File: config.mk
export PLATFORM = sky130hd
export DESIGN_NAME = socket_activity_leds
export DESIGN_NICKNAME = d
export VERILOG_FILES = /design/src/rtl/actled_pkg.sv /design/src/rtl/actled_qual.sv /design/src/rtl/actled_cutoff.sv /design/src/rtl/actled_timer.sv /design/src/rtl/socket_activity_leds.sv
export SDC_FILE = /design/constraint.sdc
export NUM_CORES = 1
export LEC_CHECK = 0
export ABC_AREA = 1
export CORE_AREA = 3 3 106 108
export CTS_CLUSTER_DIAMETER = 80
export CTS_CLUSTER_SIZE = 30
export DETAILED_ROUTE_END_ITERATION = 10
export DIE_AREA = 0 0 109 111
export DONT_BUFFER_PORTS = 1
export HOLD_SLACK_MARGIN = 0.05
export MAX_ROUTING_LAYER = met4
export PLACE_DENSITY = 0.51
export SETUP_SLACK_MARGIN = 0.02
export SYNTH_ARGS = -nofsm -noshare
export SYNTH_HDL_FRONTEND = slang
export SYNTH_HIERARCHICAL = 1
export SYNTH_SLANG_ARGS = --single-unit
export TNS_END_PERCENT = 20
File: constraint.sdc
create_clock -name clk -period 3.5 [get_ports clk]
set_input_delay 0.7 -clock clk [delete_from_list [all_inputs] [get_ports clk]]
set_output_delay 0.7 -clock clk [all_outputs]
set_load 0.05 [all_outputs]
File: src/rtl/actled_pkg.sv
package actled_pkg;

    typedef enum logic {
        KIND_16BIT   = 1'b0,
        KIND_CARDBUS = 1'b1
    } card_kind_e;

    typedef enum logic [1:0] {
        PS_D0 = 2'd0,
        PS_D1 = 2'd1,
        PS_D2 = 2'd2,
        PS_D3 = 2'd3
    } pstate_e;

    typedef struct packed {
        logic       present;
        logic       powered;
        logic       held_reset;
        card_kind_e kind;
        logic       ready_irq_n;
        logic       frame;
        logic       irdy;
        logic       req;
    } sock_view_t;

    function automatic int unsigned calc_hold(input int unsigned clk_hz,
                                              input int unsigned ms);
        return (clk_hz / 1000) * ms;
    endfunction

    function automatic logic is_dozing(input pstate_e ps);
        return (ps == PS_D1) || (ps == PS_D2);
    endfunction

endpackage

File: src/rtl/actled_qual.sv
module actled_qual
    import actled_pkg::*;
(
    input  sock_view_t view,
    output logic       act_o
);
    logic usable;
    logic raw;

    always_comb begin
        usable = view.present && view.powered && !view.held_reset;
        if (view.kind == KIND_CARDBUS)
            raw = view.frame || view.irdy || view.req;
        else
            raw = !view.ready_irq_n;
        act_o = usable && raw;
    end
endmodule

File: src/rtl/actled_cutoff.sv
module actled_cutoff
    import actled_pkg::*;
(
    input  logic    suspend,
    input  logic    clk_stop_pend,
    input  pstate_e ps,
    output logic    kill_o
);
    always_comb kill_o = suspend || clk_stop_pend || is_dozing(ps);
endmodule

File: src/rtl/actled_timer.sv
module actled_timer #(
    parameter int unsigned HOLD_CYCLES = 16,
    localparam int unsigned CNT_W = $clog2(HOLD_CYCLES + 1)
) (
    input  logic clk,
    input  logic rst,
    input  logic act_i,
    input  logic kill_i,
    output logic led_o
);
    localparam logic [CNT_W-1:0] LOAD = CNT_W'(HOLD_CYCLES);

    logic [CNT_W-1:0] cnt_q;

    always_ff @(posedge clk) begin
        if (rst || kill_i)
            cnt_q <= '0;
        else if (act_i)
            cnt_q <= LOAD;
        else if (cnt_q != '0)
            cnt_q <= cnt_q - 1'b1;
    end

    assign led_o = (cnt_q != '0) && !kill_i;


    reload_chk: assert property (@(posedge clk) disable iff (rst)
        (act_i && !kill_i) |=> (cnt_q == LOAD));


    countdown_chk: assert property (@(posedge clk) disable iff (rst)
        (!act_i && !kill_i && cnt_q != '0) |=> (cnt_q == $past(cnt_q) - 1'b1));


    kill_clear_chk: assert property (@(posedge clk) disable iff (rst)
        kill_i |=> (cnt_q == '0));


    no_overflow_chk: assert property (@(posedge clk) disable iff (rst)
        cnt_q <= LOAD);
endmodule

File: src/rtl/socket_activity_leds.sv
module socket_activity_leds
    import actled_pkg::*;
#(
    parameter int unsigned NUM_SOCK    = 2,
    parameter int unsigned CLK_HZ      = 33_000_000,
    parameter int unsigned HOLD_MS     = 64,
    parameter int unsigned HOLD_CYCLES = calc_hold(CLK_HZ, HOLD_MS)
) (
    input  logic                clk,
    input  logic                rst,
    input  logic [NUM_SOCK-1:0] sock_present,
    input  logic [NUM_SOCK-1:0] sock_powered,
    input  logic [NUM_SOCK-1:0] sock_in_reset,
    input  logic [NUM_SOCK-1:0] sock_is_cb,
    input  logic [NUM_SOCK-1:0] rdy_irq_n,
    input  logic [NUM_SOCK-1:0] cb_frame,
    input  logic [NUM_SOCK-1:0] cb_irdy,
    input  logic [NUM_SOCK-1:0] cb_req,
    input  logic                suspend,
    input  logic                clk_stop_pend,
    input  logic [1:0]          pwr_state,
    output logic [NUM_SOCK-1:0] led_sock,
    output logic                led_any
);
    localparam int unsigned NUM_CH = NUM_SOCK + 1;

    logic [NUM_SOCK-1:0] sock_act;
    logic [NUM_CH-1:0]   ch_act;
    logic [NUM_CH-1:0]   ch_led;
    logic                kill;

    actled_cutoff u_cutoff (
        .suspend       (suspend),
        .clk_stop_pend (clk_stop_pend),
        .ps            (pstate_e'(pwr_state)),
        .kill_o        (kill)
    );

    for (genvar s = 0; s < NUM_SOCK; s++) begin : g_sock
        sock_view_t view;
        always_comb begin
            view.present     = sock_present[s];
            view.powered     = sock_powered[s];
            view.held_reset  = sock_in_reset[s];
            view.kind        = card_kind_e'(sock_is_cb[s]);
            view.ready_irq_n = rdy_irq_n[s];
            view.frame       = cb_frame[s];
            view.irdy        = cb_irdy[s];
            view.req         = cb_req[s];
        end
        actled_qual u_qual (
            .view  (view),
            .act_o (sock_act[s])
        );
    end

    assign ch_act = {|sock_act, sock_act};

    for (genvar c = 0; c < NUM_CH; c++) begin : g_ch
        actled_timer #(.HOLD_CYCLES(HOLD_CYCLES)) u_timer (
            .clk    (clk),
            .rst    (rst),
            .act_i  (ch_act[c]),
            .kill_i (kill),
            .led_o  (ch_led[c])
        );
    end

    assign led_sock = ch_led[NUM_SOCK-1:0];
    assign led_any  = ch_led[NUM_SOCK];


    any_match_chk: assert property (@(posedge clk) disable iff (rst)
        led_any == (|led_sock));


    cutoff_dark_chk: assert property (@(posedge clk) disable iff (rst)
        (suspend || clk_stop_pend) |-> (led_sock == '0 && !led_any));
endmodule

==> metrics.md <==
| Metric | Value |
|---|---|
| Worst EP arrival | `1.88 ns` |
| Post-DP Area | `approximately 0.0042 mm^2` |
| Post-synth top area share | `approximately a third` |
| Slew margin rel. | `about 67%` |
| VDD IR max | `between 0.0004 and 0.0005 V` |
| Total track usage | `around 18%` |
| Post-Syn Area | `between 0.004 and 0.005 mm^2` |
| Pwr Density | `1183 mW/mm^2` |
| Routed WL per cell | `12.21 um` |
| Root buffer cell | `clkbuf_8` |
| Final period util | `between 70% and 80%` |
| GR Overflow Total | `0` |
| Leading area contributor after synthesis | `dfxtp_1` |
| Top Registers | `g_ch.u_timer/cnt_q x66` |
| Final hold vios | `0` |
| Final wirelength | `just under 10 mm` |
| Fin Setup TNS | `0 ns` |
| Startpoint Class | `register` |
| Critical path startpoint | `g_ch[2].u_timer/cnt_q[0]` |
| Post-cts sizing count | `0` |
| Synth area leaders | `dfxtp_1 (32%), nor2_1 (14%), nand2_1 (14%)` |
| Sw Ratio | `a little over 50%` |
| N_diodes | `0` |
| Worst setup EP type | `output port` |
| CP endpoint | `led_any` |
| Antenna viol nets, final | `0` |
| Hpwl dp | `about 7.5 mm` |
| Layout Nets | `between 600 and 700` |
| Design area | `roughly 0.0045 mm^2` |
| Syn Inst Count | `~640` |
| Fin crit period | `approximately 2.6 ns` |
| Num CTS Buffers | `9` |
| Clock power share | `between 10% and 20%` |
| Final setup skew | `0.01097 ns` |
| Yosys warnings | `6` |
| R2r setup slk | `between 1.5 and 2 ns` |
| Static leakage | `roughly 2.3 nW` |
| Clock network latency to the later pin of the worst-skew pair | `approximately 0.36 ns` |
| Synth-to-Final Area Change | `8.214%` |
| Number of synthesized flops with an enable pin | `0` |
| Worst-case reg-to-reg path depth | `9` |
| Die ar. | `roughly 0.012 mm^2` |
| Initial antenna violation count | `0` |
| Avg Cell Area, Syn | `6.406 um^2` |
| Crit-path max FO | `19` |
| Int Power | `2.597 mW` |
| RSZ-0062 raised after global routing | `false` |
| Clock-pin slew on the worst setup and hold paths | `around 0.070 ns` |
| Biggest register | `g_ch.u_timer/cnt_q` |
| Worst reg2reg path startpoint | `g_ch[0].u_timer/cnt_q[0]` |
| CTS tree | `yes` |
| Final setup violation count | `0` |
| Cts hold-fix bufs | `0` |
| Starting density of the core | `39.84%` |
| Remaining DRCs | `0` |
| Initial DRT Pass Iterations | `4` |
| Reg2Reg Capture Point | `g_ch[0].u_timer/cnt_q[20]` |
| HP Class | `register to register` |
| Post-synthesis register bit count | `between 60 and 70` |
| Row Count | `37` |
| Ys async rst share | `0%` |
| Post-Syn Nets | `670` |
| Clock sink count | `66` |
| Io pins | `25` |
| Setup repair bufs after CTS | `0` |
| Via-per-instance ratio | `4.717` |
| Largest net degree at the start of global routing | `20` |
| Worst Hold Margin | `0.5068 ns` |
| Most used flip-flop cell after synthesis | `dfxtp_1` |
| Vias in the first global route | `3,507` |
| Via count | `about 3.7k` |
| Register share of total power | `approximately 18%` |
| Port buffer count | `0` |
| Status | `complete, no violations` |
| Clock buffer depth | `2` |
| Slew Limit Fails | `0` |
| Switching power | `roughly 2.7 mW` |
| Die width | `109 um` |
| Max FFs per register | `66` |
| Library cells used by synthesis | `24` |
| Core area | `approximately 0.010 mm^2` |
| Fillers | `between 1k and 1.5k` |
| Global-route wire length before repair | `between 15 and 20 mm` |
| Peak Freq | `just under 0.4 GHz` |
| Worst Max-Slew Pin Slew | `approximately 0.5 ns` |
| Chip height | `111 um` |
| WS Path Type | `register to output port` |
| Initial DRC Count | `roughly 160` |
| Sequential element share of the synthesized area | `between 30% and 40%` |
| Worst path required time | `~2.8 ns` |
| Max_cap viols | `0` |
| Comb power frac | `68.3%` |
| Final GP Congestion | `between 0.8 and 0.9` |
| H-tree Lvls | `3` |
| Share of cells above drive strength 1 | `10.74%` |
## worst max-delay path, stage by stage (launching register included)
cell and delay [ns]:
dfxtp_1 0.30, inv_1 0.22, ha_1 0.22, nand2_1 0.07, nor2_2 0.15, nand3_4 0.23, nand2_1 0.13, inv_1 0.21
## power by group through the flow
stage	clock, mW	combinational (mW)	sequential (mW)
global route	0.764	4.16	0.983
CTS	0.732	3.64	0.968
finish	0.700	3.59	0.969
global placement	0	3.62	0.986
floorplan	0	3.11	0.956
detailed placement	0	3.62	0.984
## metrics by stage
stage | total power [mW] | instances | worst slack, ns | utilization (%)
after CTS | 5.338 | 788 | 0.8549 | 43.11
final | 5.263 | 788 | 0.9173 | 43.11
after global routing | 5.907 | 788 | 0.7127 | 43.11
after floorplan | 4.068 | 642 | 1.434 | -
after global placement | 4.603 | 772 | 1.165 | 41.01
after detailed placement | 4.606 | 772 | 1.155 | 41.01
## final cells by class
class                           count  area (um^2)  area share [%]
Inverter                           69        259.0           5.819
Multi-Input combinational cell    501         2484           55.81
Clock buffer                       15        186.4           4.189
Tap cell                          136        170.2           3.823
Sequential cell                    66         1321           29.69
Clock inverter                      1        30.03          0.6747
## worst min path at each step
| stage | to | from | cells after the start | slack, ns |
|---|---|---|---|---|
| 5_1_grt | g_ch[2].u_timer/cnt_q[1] | g_ch[2].u_timer/cnt_q[1] | 2 | 0.54 |
| 3_5_place_dp | g_ch[0].u_timer/cnt_q[1] | g_ch[0].u_timer/cnt_q[1] | 2 | 0.50 |
| 6_report | g_ch[0].u_timer/cnt_q[1] | g_ch[0].u_timer/cnt_q[1] | 2 | 0.51 |
| 2_1_floorplan | g_ch[0].u_timer/cnt_q[1] | g_ch[0].u_timer/cnt_q[1] | 2 | 0.48 |
| 4_1_cts | g_ch[0].u_timer/cnt_q[1] | g_ch[0].u_timer/cnt_q[1] | 2 | 0.51 |
| 3_3_place_gp | g_ch[2].u_timer/cnt_q[1] | g_ch[2].u_timer/cnt_q[1] | 2 | 0.50 |
## cell usage after synthesis, types with 6 or more instances
master / instances
xnor2_1: 12
xor2_1: 21
nor3_2: 6
ha_1: 6
a21o_1: 9
dfxtp_1: 66
nor2_1: 155
nor2_2: 35
a21oi_1: 18
inv_1: 69
nor3_1: 9
o21ai_0: 6
nand3_1: 46
nand2_1: 154
## kinds of logic after synthesis
group	share of synthesized area (%)
fa+ha+maj	1.825
simple gates	45.97
compound gates	5.567
buf+inv	7.484
flops	32.13
xor+xnor	7.028
## cell usage in the layout, fill, tap and decap left out, drive strengths merged
| master | n |
|---|---|
| a21o | 9 |
| nor3 | 15 |
| a21oi | 21 |
| ha | 6 |
| o21ai | 9 |
| xor2 | 21 |
| bufinv | 1 |
| nand3 | 52 |
| xnor2 | 12 |
| nor2 | 193 |
| inv | 69 |
| nand4 | 3 |
| clkbuf | 15 |
| nand3b | 3 |
| dfxtp | 66 |
| nand2 | 157 |
## per-layer routing
| metal | global-route usage (%) | vias to the layer above | share of wire, % |
|---|---|---|---|
| li1 | - | 2008 | - |
| met1 | 22.81 | 1642 | 48 |
| met2 | 27.40 | 59 | 47 |
| met3 | 5.358 | 8 | 4.1 |
| met4 | 4.882 | 0 | 1.3 |
| met5 | - | - | 0 |
(Power assumes the default switching activity.)
